==> src/rtl/sprom_pkg.sv <==
package sprom_pkg;

    localparam int PROM_BYTES = 16;
    localparam int IDX_W      = $clog2(PROM_BYTES);
    localparam int LANES      = 4;
    localparam int DATA_W     = 8 * LANES;

    typedef enum logic [1:0] {
        SZ_BYTE  = 2'd0,
        SZ_WORD  = 2'd1,
        SZ_DWORD = 2'd2,
        SZ_RSVD  = 2'd3
    } size_e;

    typedef enum logic [1:0] {
        TGT_NONE = 2'd0,
        TGT_PROM = 2'd1,
        TGT_REG  = 2'd2
    } tgt_e;

    typedef enum logic {
        ST_IDLE  = 1'b0,
        ST_REPLY = 1'b1
    } st_e;

    // Ones across the access width; the reserved code counts as full width.
    function automatic logic [DATA_W-1:0] width_mask(input logic [1:0] sz);
        unique case (sz)
            SZ_BYTE: width_mask = DATA_W'(32'h0000_00FF);
            SZ_WORD: width_mask = DATA_W'(32'h0000_FFFF);
            default: width_mask = {DATA_W{1'b1}};
        endcase
    endfunction

    // Byte lanes touched by a store access of the given size.
    function automatic logic [LANES-1:0] lane_mask(input logic [1:0] sz);
        unique case (sz)
            SZ_BYTE: lane_mask = LANES'(4'b0001);
            SZ_WORD: lane_mask = LANES'(4'b0011);
            default: lane_mask = {LANES{1'b1}};
        endcase
    endfunction

endpackage

==> src/rtl/sprom_decode.sv <==
module sprom_decode
    import sprom_pkg::*;
#(
    parameter int ADDR_W = 5
) (
    input  logic              mem_win,
    input  logic              mode_dword,
    input  logic [1:0]        size,
    input  logic [ADDR_W-1:0] addr,
    output tgt_e              tgt,
    output logic [IDX_W-1:0]  base,
    output logic [LANES-1:0]  lanes,
    output logic [ADDR_W-1:0] rp_off
);

    logic io_low;
    logic io_legal;
    logic fwd_size;

    // Offsets below 0x10: every bit above bit 3 is zero.
    assign io_low   = (addr[ADDR_W-1:IDX_W] == '0);
    assign fwd_size = (size == SZ_WORD) || (size == SZ_DWORD);

    always_comb begin
        unique case (size_e'(size))
            SZ_BYTE:  io_legal = !mode_dword;
            SZ_WORD:  io_legal = !mode_dword && !addr[0];
            SZ_DWORD: io_legal = mode_dword && (addr[1:0] == 2'b00);
            default:  io_legal = 1'b0;
        endcase
    end

    always_comb begin
        tgt    = TGT_NONE;
        base   = addr[IDX_W-1:0];
        lanes  = lane_mask(size);
        rp_off = addr;
        if (!mem_win) begin
            if (io_low) begin
                tgt = io_legal ? TGT_PROM : TGT_NONE;
            end else begin
                tgt = fwd_size ? TGT_REG : TGT_NONE;
            end
        end else begin
            rp_off = ADDR_W'(addr[IDX_W-1:0]);
            if (!addr[IDX_W]) begin
                tgt = (size != SZ_RSVD) ? TGT_PROM : TGT_NONE;
            end else begin
                tgt = fwd_size ? TGT_REG : TGT_NONE;
            end
        end
    end

endmodule

==> src/rtl/sprom_cells.sv <==
module sprom_cells
    import sprom_pkg::*;
(
    input  logic              clk,
    input  logic              rst_n,
    input  logic              wr_en,
    input  logic [IDX_W-1:0]  base,
    input  logic [LANES-1:0]  lanes,
    input  logic [DATA_W-1:0] wdata,
    input  logic              ld_en,
    input  logic [IDX_W-1:0]  ld_idx,
    input  logic [7:0]        ld_byte,
    output logic [DATA_W-1:0] rd_lanes
);

    logic [8*PROM_BYTES-1:0] flat;

    for (genvar j = 0; j < PROM_BYTES; j++) begin : g_cell
        logic [7:0] cell_q;
        logic [7:0] cell_d;

        always_comb begin
            cell_d = cell_q;
            for (int k = 0; k < LANES; k++) begin
                if (wr_en && lanes[k] && ((base + IDX_W'(k)) == IDX_W'(j))) begin
                    cell_d = wdata[8*k +: 8];
                end
            end
            if (ld_en && (ld_idx == IDX_W'(j))) begin
                cell_d = ld_byte;
            end
        end

        always_ff @(posedge clk) begin
            if (!rst_n) cell_q <= '0;
            else        cell_q <= cell_d;
        end

        assign flat[8*j +: 8] = cell_q;
    end

    for (genvar k = 0; k < LANES; k++) begin : g_rd
        logic [IDX_W-1:0] ridx;
        assign ridx = base + IDX_W'(k);
        assign rd_lanes[8*k +: 8] = flat[{ridx, 3'b000} +: 8];
    end

    // with neither a gated write nor a load, the store must hold.
    p_hold_when_locked_r3: assert property (@(posedge clk) disable iff (!rst_n)
        (!wr_en && !ld_en) |=> (flat == $past(flat)));

    // a load lands on the addressed byte.
    p_load_lands_r4: assert property (@(posedge clk) disable iff (!rst_n)
        ld_en |=> (flat[{$past(ld_idx), 3'b000} +: 8] == $past(ld_byte)));

endmodule

==> src/rtl/sprom_access.sv <==
module sprom_access
    import sprom_pkg::*;
#(
    parameter int ADDR_W = 5
) (
    input  logic              clk,
    input  logic              rst_n,
    input  logic              mode_dword,
    input  logic              prom_wen,
    input  logic              req_valid,
    input  logic              req_write,
    input  logic              req_mem,
    input  logic [1:0]        req_size,
    input  logic [ADDR_W-1:0] req_addr,
    input  logic [31:0]       req_wdata,
    output logic              rd_valid,
    output logic [31:0]       rd_data,
    input  logic              ld_en,
    input  logic [3:0]        ld_idx,
    input  logic [7:0]        ld_byte,
    output logic              rp_en,
    output logic              rp_write,
    output logic              rp_dword,
    output logic [ADDR_W-1:0] rp_offset,
    output logic [31:0]       rp_wdata,
    input  logic [31:0]       rp_rdata
);

    tgt_e              tgt;
    logic [IDX_W-1:0]  base;
    logic [LANES-1:0]  lanes;
    logic [ADDR_W-1:0] dec_off;
    logic [DATA_W-1:0] prom_rd;
    logic [DATA_W-1:0] mask;
    logic [DATA_W-1:0] reply_d;
    logic              cell_wr;
    logic              rd_req;

    st_e               state_q;
    st_e               state_d;
    logic [DATA_W-1:0] rdata_q;

    sprom_decode #(.ADDR_W(ADDR_W)) u_decode (
        .mem_win    (req_mem),
        .mode_dword (mode_dword),
        .size       (req_size),
        .addr       (req_addr),
        .tgt        (tgt),
        .base       (base),
        .lanes      (lanes),
        .rp_off     (dec_off)
    );

    assign cell_wr = req_valid && req_write && (tgt == TGT_PROM) && prom_wen;
    assign rd_req  = req_valid && !req_write;

    sprom_cells u_cells (
        .clk      (clk),
        .rst_n    (rst_n),
        .wr_en    (cell_wr),
        .base     (base),
        .lanes    (lanes),
        .wdata    (req_wdata),
        .ld_en    (ld_en),
        .ld_idx   (ld_idx),
        .ld_byte  (ld_byte),
        .rd_lanes (prom_rd)
    );

    assign mask = width_mask(req_size);

    always_comb begin
        unique case (tgt)
            TGT_PROM: reply_d = prom_rd & mask;
            TGT_REG:  reply_d = rp_rdata & mask;
            default:  reply_d = mask;
        endcase
    end

    // Register port: live only in the request cycle.
    assign rp_en     = req_valid && (tgt == TGT_REG);
    assign rp_write  = req_write;
    assign rp_dword  = (req_size == SZ_DWORD);
    assign rp_offset = dec_off;
    assign rp_wdata  = req_wdata;

    // Reply controller: next state.
    always_comb begin
        unique case (state_q)
            ST_IDLE:  state_d = rd_req ? ST_REPLY : ST_IDLE;
            ST_REPLY: state_d = rd_req ? ST_REPLY : ST_IDLE;
            default:  state_d = ST_IDLE;
        endcase
    end

    // Reply controller: state register and captured reply.
    always_ff @(posedge clk) begin
        if (!rst_n) begin
            state_q <= ST_IDLE;
            rdata_q <= '0;
        end else begin
            state_q <= state_d;
            if (rd_req) rdata_q <= reply_d;
        end
    end

    // Reply controller: outputs.
    always_comb begin
        rd_valid = (state_q == ST_REPLY);
        rd_data  = rdata_q;
    end

    p_reply_follows_read_r2: assert property (@(posedge clk) disable iff (!rst_n)
        rd_req |=> rd_valid);

    p_reply_needs_read_r2: assert property (@(posedge clk) disable iff (!rst_n)
        rd_valid |-> $past(rd_req));

    p_refused_reads_ones_r6: assert property (@(posedge clk) disable iff (!rst_n)
        (rd_req && (tgt == TGT_NONE)) |=> (rd_data == width_mask($past(req_size))));

    p_io_high_not_store_r8: assert property (@(posedge clk) disable iff (!rst_n)
        (req_valid && !req_mem && (req_addr[ADDR_W-1:IDX_W] != '0)) |-> (tgt != TGT_PROM));

    p_port_no_byte_r11: assert property (@(posedge clk) disable iff (!rst_n)
        rp_en |-> ((req_size == SZ_WORD) || (req_size == SZ_DWORD)));

    p_mem_bit4_offset_r10: assert property (@(posedge clk) disable iff (!rst_n)
        (rp_en && req_mem) |-> (rp_offset[ADDR_W-1:IDX_W] == '0));

endmodule

==> config.mk <==
export PLATFORM = sky130hd
export DESIGN_NAME = sprom_access
export DESIGN_NICKNAME = d
export VERILOG_FILES = /design/src/rtl/sprom_pkg.sv /design/src/rtl/sprom_decode.sv /design/src/rtl/sprom_cells.sv /design/src/rtl/sprom_access.sv
export SDC_FILE = /design/constraint.sdc
export NUM_CORES = 1
export LEC_CHECK = 0
export BUFFER_PORTS_ARGS = -buffer_cell sky130_fd_sc_hd__buf_2
export CORE_MARGIN = 2
export CORE_UTILIZATION = 40
export DETAILED_ROUTE_END_ITERATION = 8
export PLACE_DENSITY = 0.56
export SYNTH_ARGS = -nofsm -noshare
export SYNTH_HDL_FRONTEND = slang
export SYNTH_SLANG_ARGS = --single-unit
==> constraint.sdc <==
create_clock -name clk -period 5.8 [get_ports clk]
set_input_delay 0.29 -clock clk [delete_from_list [all_inputs] [get_ports clk]]
set_output_delay 0.29 -clock clk [all_outputs]
set_load 0.01 [all_outputs]
==> metrics.md <==
| Metric | Value |
|---|---|
| Cell Area, Synth | `around 17000 um2` |
| Initial antenna violation count | `1` |
| Critical Path End Type | `flip-flop` |
| Die height | `roughly 210 um` |
| Initial core utilization | `0.407` |
| Post-cts hold buffer count | `0` |
| Register area | `~3200 um2` |
| Root Driver | `clkbuf_16` |
| Top-area cell type share of the netlist area | `0.193` |
| CP Max Fanout | `18` |
| Clock transition at the registers of the reported paths | `approximately 0.070 ns` |
| Final wirelength | `~100000 um` |
| Fin crit share | `0.869` |
| Fin crit period | `5.04 ns` |
| Worst Tran Pin Value | `1.22 ns` |
| Overflow after GRT | `0` |
| Reg-to-reg slack, setup | `around 3.7 ns` |
| DRT Pass-1 Iters | `8` |
| Cts bufs inserted | `17` |
| Outcome | `finished clean` |
| Clock sinks | `between 150 and 200` |
| Setup Skew | `between 0.01 and 0.015 ns` |
| Util after Layout | `0.441` |
| Post-synth top area cell | `dfxtp_1` |
| Share of layout cells above drive strength 1 | `0.226` |
| Area grow syn2layout | `8.44%` |
| Placer congestion estimate | `~1.1` |
| DR vias/cell | `about 7.7` |
| Fin. max-slew vios | `0` |
| Total I/O pin count | `164` |
| Largest net degree at the start of global routing | `just under 80` |
| Data required, critical path | `roughly 6 ns` |
| Number of synthesized flops with an enable pin | `0` |
| CP Class | `in -> reg` |
| Most common cell in the netlist | `nand2_1` |
| # resized after CTS | `0` |
| Hold Path End | `rd_data[31]` |
| Place WS | `approximately 0.57 ns` |
| Max-Cap Viols | `0` |
| Post-route worst setup slack | `between 0.7 and 0.8 ns` |
| Vias in the first global route | `around 18000` |
| Critical path startpoint category | `input port` |
| Setup violators final | `0` |
| DP Area | `between 15000 and 20000 um2` |
| Iter 0 DRT Violations | `between 3000 and 4000` |
| Leakage | `6.15 nW` |
| Critical R2R Capture | `rd_data[13]` |
| Most instantiated cells after synthesis | `nand2_1 (264), dfxtp_1 (161), o21ai_0 (142), mux4_2 (141), nor2_1 (120)` |
| Min-delay src | `rp_rdata[31]` |
| Register area share after synthesis | `0.193` |
| Drt drc | `0` |
| Max_slew headroom | `0.188` |
| Hold Violations, Final | `0` |
| DR WL/cell | `between 40 and 50 um` |
| Critical path arrival | `between 5 and 6 ns` |
| Final net count | `roughly 2100` |
| FF+latch count, synth | `between 150 and 200` |
| Fill cells | `around 4100` |
| FF-to-FF path depth | `4` |
| PD cells | `191 nW/um2` |
| Post-route cell area | `18100 um2` |
| Synth top area cells | `dfxtp_1 (19%), mux4_2 (19%), nand2_1 (5.9%), o21ai_0 (4.3%), o221ai_1 (3.9%)` |
| Core Region | `40900 um2` |
| Final TNS setup | `0 ns` |
| TritonCTS clock tree | `built` |
| Synth unique cells | `85` |
| Via count | `19600` |
| Syn avg cell area | `8.35 um2` |
| Yosys Warn Count | `0` |
| Post-Syn Instances | `~2000` |
| Worst-skew pair later-pin latency | `approximately 0.47 ns` |
| Post-synth net total | `between 2000 and 2500` |
| Min-Delay Path Class | `in -> reg` |
| Ys flop type | `dfxtp_1` |
| Reg2Reg Launch Point | `u_cells.g_cell[13].cell_q[5]` |
| Clk buf depth | `2` |
| Row count | `74` |
| PortBufs | `roughly 160` |
| First-pass GRT wire length | `143000 um` |
| RSZ-0062 raised after global routing | `no` |
| Chip width | `~210 um` |
| Worst vdd ir | `roughly 0.21 mV` |
| Setup Fix Bufs, Post-CTS | `0` |
| Die area | `between 40000 and 50000 um2` |
| H-Tree Depth | `4` |
| Ys async rst share | `0` |
| GRT Resource Usage Total | `0.463` |
| DP HPWL | `around 76000 um` |
| Final antenna-violating net count | `0` |
| Fmax | `a little under 200 MHz` |
| Multi-input logic area | `between 10000 and 15000 um2` |
| Worst hold stages | `3` |
[cells in the final DEF (no fill, tap or decap), drive strengths merged, types with 8 or more instances in the layout]
master   synthesis  routed
mux2i           56      56
buf            111     215
o2111ai         16      16
mux4           141     141
nand2b          10      10
a31oi           90      90
a32oi           12      12
o31ai            8       8
nor3            50      50
and2            23      23
mux2            18      18
ha              14      14
nand3           97      97
o221ai          75      75
a21o            14      14
a221oi          10      10
nand2          264     264
inv             18      23
nor2           122     122
or3             18      18
nand4           37      37
a22oi           26      26
dfxtp          161     161
clkbuf         116      17
a311o            8       8
o22ai           12      12
a221o           13      13
and3            18      18
nor2b           12      12
o211ai          41      41
a2111oi         11      11
a21oi           98      98
o21ai          144     144
a211oi          33      33
o21a             8       8
[power breakdown]
part	leakage, nW	internal (W)	switching, W
Sequential	1.31	0.00114	0.0000503
Combinational	4.56	0.000305	0.000732
Clock	0.285	0.000646	0.000568
Total	6.15	0.00209	0.00135
[per-layer routing]
layer,global-route usage,up-vias,part of all wire
met2,0.641,1813,0.40
li1,-,7888,-
met4,0.288,2,0.075
met5,0,-,0.00016
met3,0.169,382,0.15
met1,0.609,9547,0.38
[worst max path at each step]
stage	startpoint	end	cells past startpoint
6_report	req_size[1]	u_cells.g_cell[15].cell_q[7]	15
5_1_grt	req_addr[0]	u_cells.g_cell[15].cell_q[7]	14
4_1_cts	req_addr[0]	u_cells.g_cell[15].cell_q[7]	14
3_5_place_dp	req_addr[0]	u_cells.g_cell[15].cell_q[7]	14
3_3_place_gp	req_size[1]	u_cells.g_cell[15].cell_q[7]	15
2_1_floorplan	req_addr[1]	u_cells.g_cell[15].cell_q[1]	18
[cells by family after synthesis]
kind of cell	count (synthesis)	share of synthesized area
compound gates	673	0.286
xor+xnor	8	0.00871
fa+ha+maj	14	0.0105
buf+inv	245	0.0716
flops	161	0.193
mux	215	0.236
simple gates	680	0.193
[state kept, by name (all words and copies together) (netlist names)]
| name | cells |
|---|---|
| rd_data | 32 |
| rd_valid | 1 |
| u_cells.g_cell.cell_q | 128 |
[through the flow]
| stage | hold WS [ns] | std cells | power, W |
|---|---|---|---|
| floorplan | 0.445 | 1996 | 0.00177 |
| global placement | 0.485 | 2516 | 0.00220 |
| detailed placement | 0.491 | 2516 | 0.00219 |
| CTS | 0.0787 | 2548 | 0.00338 |
| global route | 0.0985 | 2548 | 0.00349 |
| finish | 0.0919 | 2550 | 0.00344 |
[layout make-up]
class / instances / share of cell area
antenna: 2 / 0.000277
clock buffer: 17 / 0.0236
clock inverter: 15 / 0.00949
inverter: 18 / 0.00374
multi-input combinational: 1590 / 0.680
sequential: 161 / 0.178
tap: 532 / 0.0369
timing repair buffer: 215 / 0.0681
[worst max-delay path: stages]
cell      delay (ns)
buf_2           0.11
inv_1           0.07
ha_1            0.78
a21oi_1         0.32
nor2_1          0.16
a311oi_1        0.06
or3_1           0.37
inv_1           0.07
ha_1            0.22
nand3_1         0.59
nor3_2          1.11
a31oi_1         0.41
and4_1          0.37
nor2_1          0.28
a31oi_1         0.15
No activity file was read; power rests on OpenSTA's default activity.
